$ cat src/rtl/atten_pkg.sv
package atten_pkg;
  localparam int ADDR_W = 4;
  localparam int NCH    = 6;
  localparam logic [ADDR_W-1:0] BCAST_ADDR = 4'b1000;

  // Channel i: pair i/2, side i%2 (0 = left). Pair 0 at 0..1, pairs 1,2 at 4..7.
  function automatic logic [ADDR_W-1:0] chan_addr(input int idx);
    int pair;
    int side;
    pair = idx / 2;
    side = idx % 2;
    if (pair == 0) return ADDR_W'(side);
    else           return ADDR_W'(4 + 2 * (pair - 1) + side);
  endfunction
endpackage

$ cat src/rtl/atten_wr_decode.sv
module atten_wr_decode
  import atten_pkg::*;
#(
  parameter int CODE_W = 8
) (
  input  logic              clk,
  input  logic              rst_n,
  input  logic              wr_fire,
  input  logic [ADDR_W-1:0] wr_addr,
  input  logic [CODE_W:0]   wr_data,
  output logic [NCH-1:0]    ch_we,
  output logic [CODE_W-1:0] code,
  output logic              commit
);
  logic           bcast;
  logic [NCH-1:0] hit;

  assign bcast = (wr_addr == BCAST_ADDR);
  assign code  = wr_data[CODE_W-1:0];

  for (genvar i = 0; i < NCH; i++) begin : g_hit
    localparam logic [ADDR_W-1:0] MY_ADDR = chan_addr(i);
    assign hit[i]   = (wr_addr == MY_ADDR);
    assign ch_we[i] = wr_fire && (bcast || hit[i]);
  end

  assign commit = wr_fire && wr_data[CODE_W] && (bcast || (|hit));

  // A channel write addresses at most one channel
  p_single_target_r2: assert property (@(posedge clk) disable iff (!rst_n)
    (wr_fire && !bcast) |-> $onehot0(ch_we));

  // Broadcast reaches every channel
  p_bcast_all_r5: assert property (@(posedge clk) disable iff (!rst_n)
    (wr_fire && wr_addr == BCAST_ADDR) |-> (&ch_we));

  // Unused addresses produce neither enable nor commit
  p_unused_quiet_r7: assert property (@(posedge clk) disable iff (!rst_n)
    (wr_fire && ch_we == '0) |-> !commit);
endmodule

$ cat src/rtl/atten_commit_ctrl.sv
module atten_commit_ctrl (
  input  logic clk,
  input  logic rst_n,
  input  logic commit,
  input  logic sample_strobe,
  output logic apply
);
  logic pending_q;

  assign apply = sample_strobe && (pending_q || commit);

  always_ff @(posedge clk or negedge rst_n) begin
    if (!rst_n) pending_q <= 1'b0;
    else        pending_q <= (pending_q || commit) && !sample_strobe;
  end

  // An armed commit waits for a strobe
  p_pending_kept_r3: assert property (@(posedge clk) disable iff (!rst_n)
    (pending_q && !sample_strobe) |=> pending_q);

  // No commit bit, nothing armed
  p_no_stored_flag_r4: assert property (@(posedge clk) disable iff (!rst_n)
    (!pending_q && !commit) |=> !pending_q);

  // A strobe always consumes the pending request
  p_strobe_clears_r9: assert property (@(posedge clk) disable iff (!rst_n)
    sample_strobe |=> !pending_q);
endmodule

$ cat src/rtl/atten_chan_latch.sv
module atten_chan_latch #(
  parameter int          CODE_W    = 8,
  parameter logic [CODE_W-1:0] RESET_CODE = '1
) (
  input  logic              clk,
  input  logic              rst_n,
  input  logic              we,
  input  logic [CODE_W-1:0] code,
  input  logic              apply,
  output logic [CODE_W-1:0] active
);
  logic [CODE_W-1:0] stage_q;
  logic [CODE_W-1:0] active_q;
  logic [CODE_W-1:0] stage_d;

  // Same-cycle write is forwarded so a coincident commit sees it
  assign stage_d = we ? code : stage_q;

  always_ff @(posedge clk or negedge rst_n) begin
    if (!rst_n) begin
      stage_q  <= RESET_CODE;
      active_q <= RESET_CODE;
    end else begin
      stage_q <= stage_d;
      if (apply) active_q <= stage_d;
    end
  end

  assign active = active_q;

  p_active_hold_r9: assert property (@(posedge clk) disable iff (!rst_n)
    !apply |=> $stable(active_q));

  p_stage_hold_r2: assert property (@(posedge clk) disable iff (!rst_n)
    !we |=> $stable(stage_q));

  p_apply_matches_stage_r3: assert property (@(posedge clk) disable iff (!rst_n)
    apply |=> (active_q == stage_q));
endmodule

$ cat src/rtl/atten_dbuf_bank.sv
module atten_dbuf_bank
  import atten_pkg::*;
#(
  parameter int CODE_W = 8
) (
  input  logic                    clk,
  input  logic                    rst_n,
  input  logic                    wr_valid,
  output logic                    wr_ready,
  input  logic [ADDR_W-1:0]       wr_addr,
  input  logic [CODE_W:0]         wr_data,
  input  logic                    sample_strobe,
  output logic [NCH*CODE_W-1:0]   atten_out
);
  localparam logic [CODE_W-1:0] RST_CODE = '1;

  logic              wr_fire;
  logic [NCH-1:0]    ch_we;
  logic [CODE_W-1:0] code;
  logic              commit;
  logic              apply;

  assign wr_ready = 1'b1;
  assign wr_fire  = wr_valid && wr_ready;

  atten_wr_decode #(.CODE_W(CODE_W)) u_dec (
    .clk     (clk),
    .rst_n   (rst_n),
    .wr_fire (wr_fire),
    .wr_addr (wr_addr),
    .wr_data (wr_data),
    .ch_we   (ch_we),
    .code    (code),
    .commit  (commit)
  );

  atten_commit_ctrl u_ctrl (
    .clk           (clk),
    .rst_n         (rst_n),
    .commit        (commit),
    .sample_strobe (sample_strobe),
    .apply         (apply)
  );

  for (genvar i = 0; i < NCH; i++) begin : g_ch
    atten_chan_latch #(.CODE_W(CODE_W), .RESET_CODE(RST_CODE)) u_latch (
      .clk    (clk),
      .rst_n  (rst_n),
      .we     (ch_we[i]),
      .code   (code),
      .apply  (apply),
      .active (atten_out[i*CODE_W +: CODE_W])
    );
  end

  // Outputs move only on strobe cycles
  p_out_on_strobe_r9: assert property (@(posedge clk) disable iff (!rst_n)
    !sample_strobe |=> $stable(atten_out));
endmodule

$ cat config.mk
export PLATFORM = sky130hd
export DESIGN_NAME = atten_dbuf_bank
export DESIGN_NICKNAME = d
export VERILOG_FILES = /design/src/rtl/atten_pkg.sv /design/src/rtl/atten_wr_decode.sv /design/src/rtl/atten_commit_ctrl.sv /design/src/rtl/atten_chan_latch.sv /design/src/rtl/atten_dbuf_bank.sv
export SDC_FILE = /design/constraint.sdc
export NUM_CORES = 1
export LEC_CHECK = 0
export CAP_MARGIN = 0
export CORE_MARGIN = 2
export CORE_UTILIZATION = 30
export CTS_BUF_LIST = sky130_fd_sc_hd__clkbuf_4 sky130_fd_sc_hd__clkbuf_8
export DETAILED_ROUTE_END_ITERATION = 7
export GPL_TIMING_DRIVEN = 0
export SLEW_MARGIN = 30
export SYNTH_ARGS = -nofsm -noshare
export SYNTH_HDL_FRONTEND = slang
export SYNTH_SLANG_ARGS = --single-unit
export TNS_END_PERCENT = 100
$ cat constraint.sdc
create_clock -name clk -period 3.3 [get_ports clk]
set_input_delay 0.99 -clock clk [delete_from_list [all_inputs] [get_ports clk]]
set_output_delay 0.99 -clock clk [all_outputs]
set_load 0.02 [all_outputs]
==> impl_metrics.tcl, run 1 <==
set metrics [dict create \
    postCtsSetupBuffers 0 \
    synth.cell_area_um2 3970 \
    synth_cell_types 26 \
    fin_nets 318 \
    max_stage_delay_ps 450 \
    max-slew-margin-rel_pct 47.9 \
    cpMaxStageDelayCell "clkdlybuf4s50_1" \
    setup_viol 0 \
    detail-route-antenna-nets 0 \
    io_pins 66 \
    slew_violations 0 \
    start_kind "input pin" \
    grt_pass1_wl_um 12300 \
    fin_crit_ps 2700 \
    fin_skew_ps 6.97 \
    die_area_um2 14200 \
    post_drt_wl_per_cell_um 16.2 \
    vias 2085 \
    drive_gt1_share_pct 75.0 \
    core_area_um2 13100 \
    cts_root_buf "clkbuf_8" \
    powerDensity_nw_per_um2 866 \
    n_fill_cell 1246 \
    tns_ps 0 \
    power_leakage_nw 1.90 \
    path_clk_slew_ps 80 \
    final_cell_mix "dfstp_2 (96), mux2_2 (95), clkdlybuf4s50_1 (59)" \
    cp_data_required_time_ps 3580 \
    status "complete, no violations" \
    crit_top_cell "buf_4" \
    rsz0062_at_grt "false" \
    drc 0 \
    critical_path_class "input pin to register" \
    yosysSeqAreaShare_pct 64.2 \
    synth_nets 246 \
    max_cap_viol_count 0 \
    grt_max_degree 61 \
    postCtsHoldBufs 0 \
    routed_wl_um 7770 \
    syn_area_per_cell_um2 17.3 \
    routed_via_density 4.34 \
    antenna_found_initial 0 \
    grt_overflow 0 \
    worst_pin_slew_ps 778 \
    critPathTopFamily "buffers and inverters" \
    ctsResizeCount 0 \
    syn_inst 229 \
    finalNonFillerCells 480 \
    dp_cells 466 \
    crit_fanout 10 \
    register_area_um2 2550 \
    clock_insertion_delay_worst_skew_ps 350 \
    peakVddDrop_v 0.000310 \
    crit_chain "clkdlybuf4s50_1 -> buf_6 -> o21ai_1 -> o21ai_0 -> nor2_1 -> buf_4 -> buf_4 -> mux2_2" \
    io_buffers 60 \
    fmax_ghz 0.371 \
    grt_pass1_vias 2261 \
    drt_pre_antenna_iters 4 \
    die_h_um 119 \
    place_congestion 0.700 \
    cp-end-kind "register" \
    hold_viol 0 \
    cp.arrival_ps 2970 \
    cts_made_buffers 9 \
    cts.sinks 97 \
    fin_ws_ps 604 \
    ys_ff_latch 97 \
    drt_iter0_markers 55 \
    multiInputGateArea_um2 1340 \
    dpl.hpwl_um 5320 \
    crit_buf_inv 4 \
    ys_warn_count 0 \
    grt_usage_pct 11.6 \
    initial_utilization_pct 30.3 \
    fp-row-count 42 \
    cts_tree "built" \
    area_growth_pct 26.1 \
    diodes 0 \
    htreeDepth 3 \
    clockBufferDepth 2 \
    die_w_um 119 \
    post-route-period-util_pct 81.7 \
    hp-class "register to register" \
    final_common_cell "dfstp_2" \
    place_ws_ps 192 \
]
## path summary, 6_finish.rpt
path                                            startpoint                                    end  slack (ps)  cells after the start
worst max-delay path                            wr_addr[2]  g_ch[0].u_latch.active[5]$_DFFE_PN1P_         600                      8
worst min-delay path            u_ctrl.pending_q$_DFF_PN0_             u_ctrl.pending_q$_DFF_PN0_         530                      2
worst max register to register  u_ctrl.pending_q$_DFF_PN0_  g_ch[0].u_latch.active[5]$_DFFE_PN1P_        1650                      5
worst min register to register  u_ctrl.pending_q$_DFF_PN0_             u_ctrl.pending_q$_DFF_PN0_         530                      2
max in group asynchronous                            rst_n   g_ch[3].u_latch.stage_q[5]$_DFF_PN1_        2110                      2
min in group asynchronous                            rst_n  g_ch[1].u_latch.active[2]$_DFFE_PN1P_         800                      1
## power by group
| part | total [W] | internal [W] | switching (W) |
|---|---|---|---|
| sequential | 0.00209 | 0.00191 | 0.000187 |
| clock | 0.000750 | 0.000370 | 0.000379 |
| combinational | 0.00149 | 0.000812 | 0.000678 |
## cell type report
type / count / area share [%]
Buffer: 11 / 1.60
Clock buffer: 11 / 2.90
Clock inverter: 3 / 0.850
Multi-Input combinational cell: 121 / 26.8
Sequential cell: 97 / 50.9
Tap cell: 176 / 4.40
Timing Repair Buffer: 61 / 12.6
## metrics by stage
| stage | utilization (%) | hold WS (ps) | instance area [um2] | total power [W] |
|---|---|---|---|---|
| after floorplan | - | 483 | 3970 | 0.00291 |
| final | 38.3 | 533 | 5010 | 0.00433 |
| after detailed placement | 36.8 | 519 | 4820 | 0.00363 |
| after CTS | 38.3 | 543 | 5010 | 0.00442 |
| after global routing | 38.3 | 572 | 5010 | 0.00457 |
| after global placement | 36.6 | 512 | 4790 | 0.00359 |
## flip-flops by register name, summed over array words and instances, names as in the netlist
name                  flops
g_ch.u_latch.active      48
g_ch.u_latch.stage_q     48
u_ctrl.pending_q          1
## per-layer routing
metal / vias up / global-route usage, % / part of all wire, %
met1: 1079 / 15.8 / 48
li1: 951 / - / -
met4: 0 / 5.51 / 2.0
met2: 43 / 17.6 / 47
met5: - / 0 / 0
met3: 12 / 2.59 / 3.7
## tightest hold or removal path: stages, from the launching register on
cell and delay (ps):
dfrtp_1 370, a41oi_1 50, nor2_1 80
## cells by family after synthesis
kind of cell / after synthesis / synth area share, %
DFF: 97 / 64.2
muxes: 96 / 27.2
and+or+nand+nor: 15 / 4.19
buffers and inverters: 11 / 2.02
AOI/OAI and AO/OA: 7 / 1.86
xor gates and xnor gates: 2 / 0.441
other: 1 / 0.0945
## cell usage after synthesis
| master | count | area (um2) |
|---|---|---|
| o21ai_4 | 3 | 48.8 |
| buf_6 | 2 | 22.5 |
| nor3b_2 | 2 | 25.0 |
| a41oi_1 | 1 | 8.76 |
| xnor2_1 | 1 | 8.76 |
| conb_1 | 1 | 3.75 |
| nor2_1 | 3 | 11.3 |
| buf_2 | 3 | 15.0 |
| nor2b_4 | 1 | 13.8 |
| o21ai_0 | 1 | 5.00 |
| clkbuf_2 | 1 | 5.00 |
| o21ai_1 | 1 | 5.00 |
| xor2_1 | 1 | 8.76 |
| nand3_2 | 1 | 10.0 |
| and3b_1 | 2 | 17.5 |
| buf_4 | 5 | 37.5 |
| dfrtp_1 | 1 | 25.0 |
| nor2b_1 | 1 | 6.26 |
| a31oi_1 | 1 | 6.26 |
| nand2b_1 | 1 | 6.26 |
| mux2_1 | 1 | 11.3 |
| nor4b_4 | 2 | 47.6 |
| dfstp_2 | 96 | 2520 |
| nor3b_4 | 1 | 18.8 |
| mux2_2 | 95 | 1070 |
| and4b_1 | 1 | 10.0 |
(Power assumes the default switching activity.)
==> run 2: changes to the inputs <==
==> constraint.sdc (replaced) <==
create_clock -name clk -period 2.6 [get_ports clk]
set_input_delay 0.78 -clock clk [delete_from_list [all_inputs] [get_ports clk]]
set_output_delay 0.78 -clock clk [all_outputs]
set_load 0.02 [all_outputs]
==> impl_metrics.tcl, run 2 (same netlist as run 1, synthesis figures left out) <==
set metrics [dict create \
    status "complete, no violations" \
    fin_ws_ps 114 \
    drt_iter0_markers 54 \
    drt_pre_antenna_iters 4 \
    final_common_cell "dfstp_2" \
    place_congestion 0.700 \
    grt_pass1_vias 2261 \
    cp.arrival_ps 2760 \
    vias 2084 \
    drive_gt1_share_pct 75.3 \
    grt_usage_pct 11.6 \
    dpl.hpwl_um 5320 \
    min_delay_path_depth 2 \
    total_power_w 0.00550 \
    antenna_found_initial 0 \
    cp_data_required_time_ps 2880 \
    detail-route-antenna-nets 0 \
    routed_wl_um 7770 \
    worst_pin_slew_ps 778 \
    peakVddDrop_v 0.000394 \
    cp-end-kind "register" \
    die_h_um 119 \
    max-slew-margin-rel_pct 47.9 \
    cts_tree "built" \
    final_cell_mix "dfstp_2 (96), mux2_2 (95), clkdlybuf4s50_1 (59)" \
    routed_via_density 4.34 \
    grt_pass1_wl_um 12300 \
    clock_insertion_delay_worst_skew_ps 350 \
    grt_max_degree 61 \
    cts.sinks 97 \
    post_drt_wl_per_cell_um 16.2 \
    placed_cell_area_um2 4820 \
    io_buffers 60 \
    die_w_um 119 \
    fp-row-count 42 \
    cts_root_buf "clkbuf_8" \
    fmax_ghz 0.402 \
    area_growth_pct 26.2 \
    cts_made_buffers 9 \
    postCtsHoldBufs 0 \
    clockBufferDepth 2 \
    slew_violations 0 \
    setup_viol 0 \
    hp-class "register to register" \
    power_leakage_nw 1.90 \
    post-route-period-util_pct 95.6 \
    tns_ps 0 \
    htreeDepth 3 \
    fin_crit_ps 2490 \
    place_ws_ps -298 \
    io_pins 66 \
    final_area_um2 5010 \
    start_kind "input pin" \
    grt_overflow 0 \
    core_area_um2 13100 \
    powerDensity_nw_per_um2 1100 \
    path_clk_slew_ps 80 \
    max_cap_viol_count 0 \
    ff2ff_path_depth 5 \
    hold_viol 0 \
    rsz0062_at_grt "false" \
    initial_utilization_pct 30.3 \
    postCtsSetupBuffers 0 \
    die_area_um2 14200 \
    critical_path_class "input pin to register" \
    fin_skew_ps 6.80 \
    crit_fanout 10 \
    diodes 0 \
    drc 0 \
    fin_nets 318 \
]
run 2: cell count changes in the layout (fill, tap and decap cells not counted):
cell | previous run | this run
nor2_1 | 3 | 2
nor2_2 | 0 | 1
run 2: critical path, cell delays in order:
cell	delay (ps)
clkdlybuf4s50_1	450
buf_6	170
nor4b_4	670
mux2_2	430
mux2_2	270
run 2: per-layer routing:
metal | part of all wire (%) | GRT usage [%] | routed length (um)
met3 | 3.7 | 2.59 | 287
met5 | 0 | 0 | 0
met4 | 2.0 | 5.51 | 153
met1 | 48 | 15.8 | 3700
met2 | 47 | 17.6 | 3630
run 2: final cells by class:
cell class,count,area (um2)
Tap cell,176,220
Multi-Input combinational cell,121,1350
Clock buffer,11,145
Timing Repair Buffer,61,629
Buffer,11,80.1
Clock inverter,3,42.5
Sequential cell,97,2550
Fill cell,1246,8080
run 2: worst paths after layout:
check	start	to	slack (ps)
setup reg to reg	u_ctrl.pending_q$_DFF_PN0_	g_ch[0].u_latch.active[5]$_DFFE_PN1P_	1020
max in group asynchronous	rst_n	g_ch[3].u_latch.stage_q[5]$_DFF_PN1_	1620
min in group asynchronous	rst_n	g_ch[1].u_latch.active[2]$_DFFE_PN1P_	590
hold reg to reg	u_ctrl.pending_q$_DFF_PN0_	u_ctrl.pending_q$_DFF_PN0_	530
hold / removal	u_ctrl.pending_q$_DFF_PN0_	u_ctrl.pending_q$_DFF_PN0_	530
setup / recovery	wr_addr[2]	g_ch[0].u_latch.active[5]$_DFFE_PN1P_	110
run 2: stage by stage:
stage	hold slack (ps)	utilization [%]	std cells
2_1_floorplan	483	-	229
3_3_place_gp	512	36.6	465
3_5_place_dp	519	36.8	466
4_1_cts	543	38.3	480
5_1_grt	572	38.3	480
6_report	535	38.3	480
run 2: where the power goes:
group | internal [W] | total [W] | switching (W)
combinational | 0.00103 | 0.00189 | 0.000861
clock | 0.000470 | 0.000951 | 0.000481
sequential | 0.00242 | 0.00266 | 0.000237
run 2: repair_timing:
action	4_1_cts	5_1_grt
endpoints found under the hold margin	0	0
endpoints found under the setup margin	0	18
resized for setup	0	1
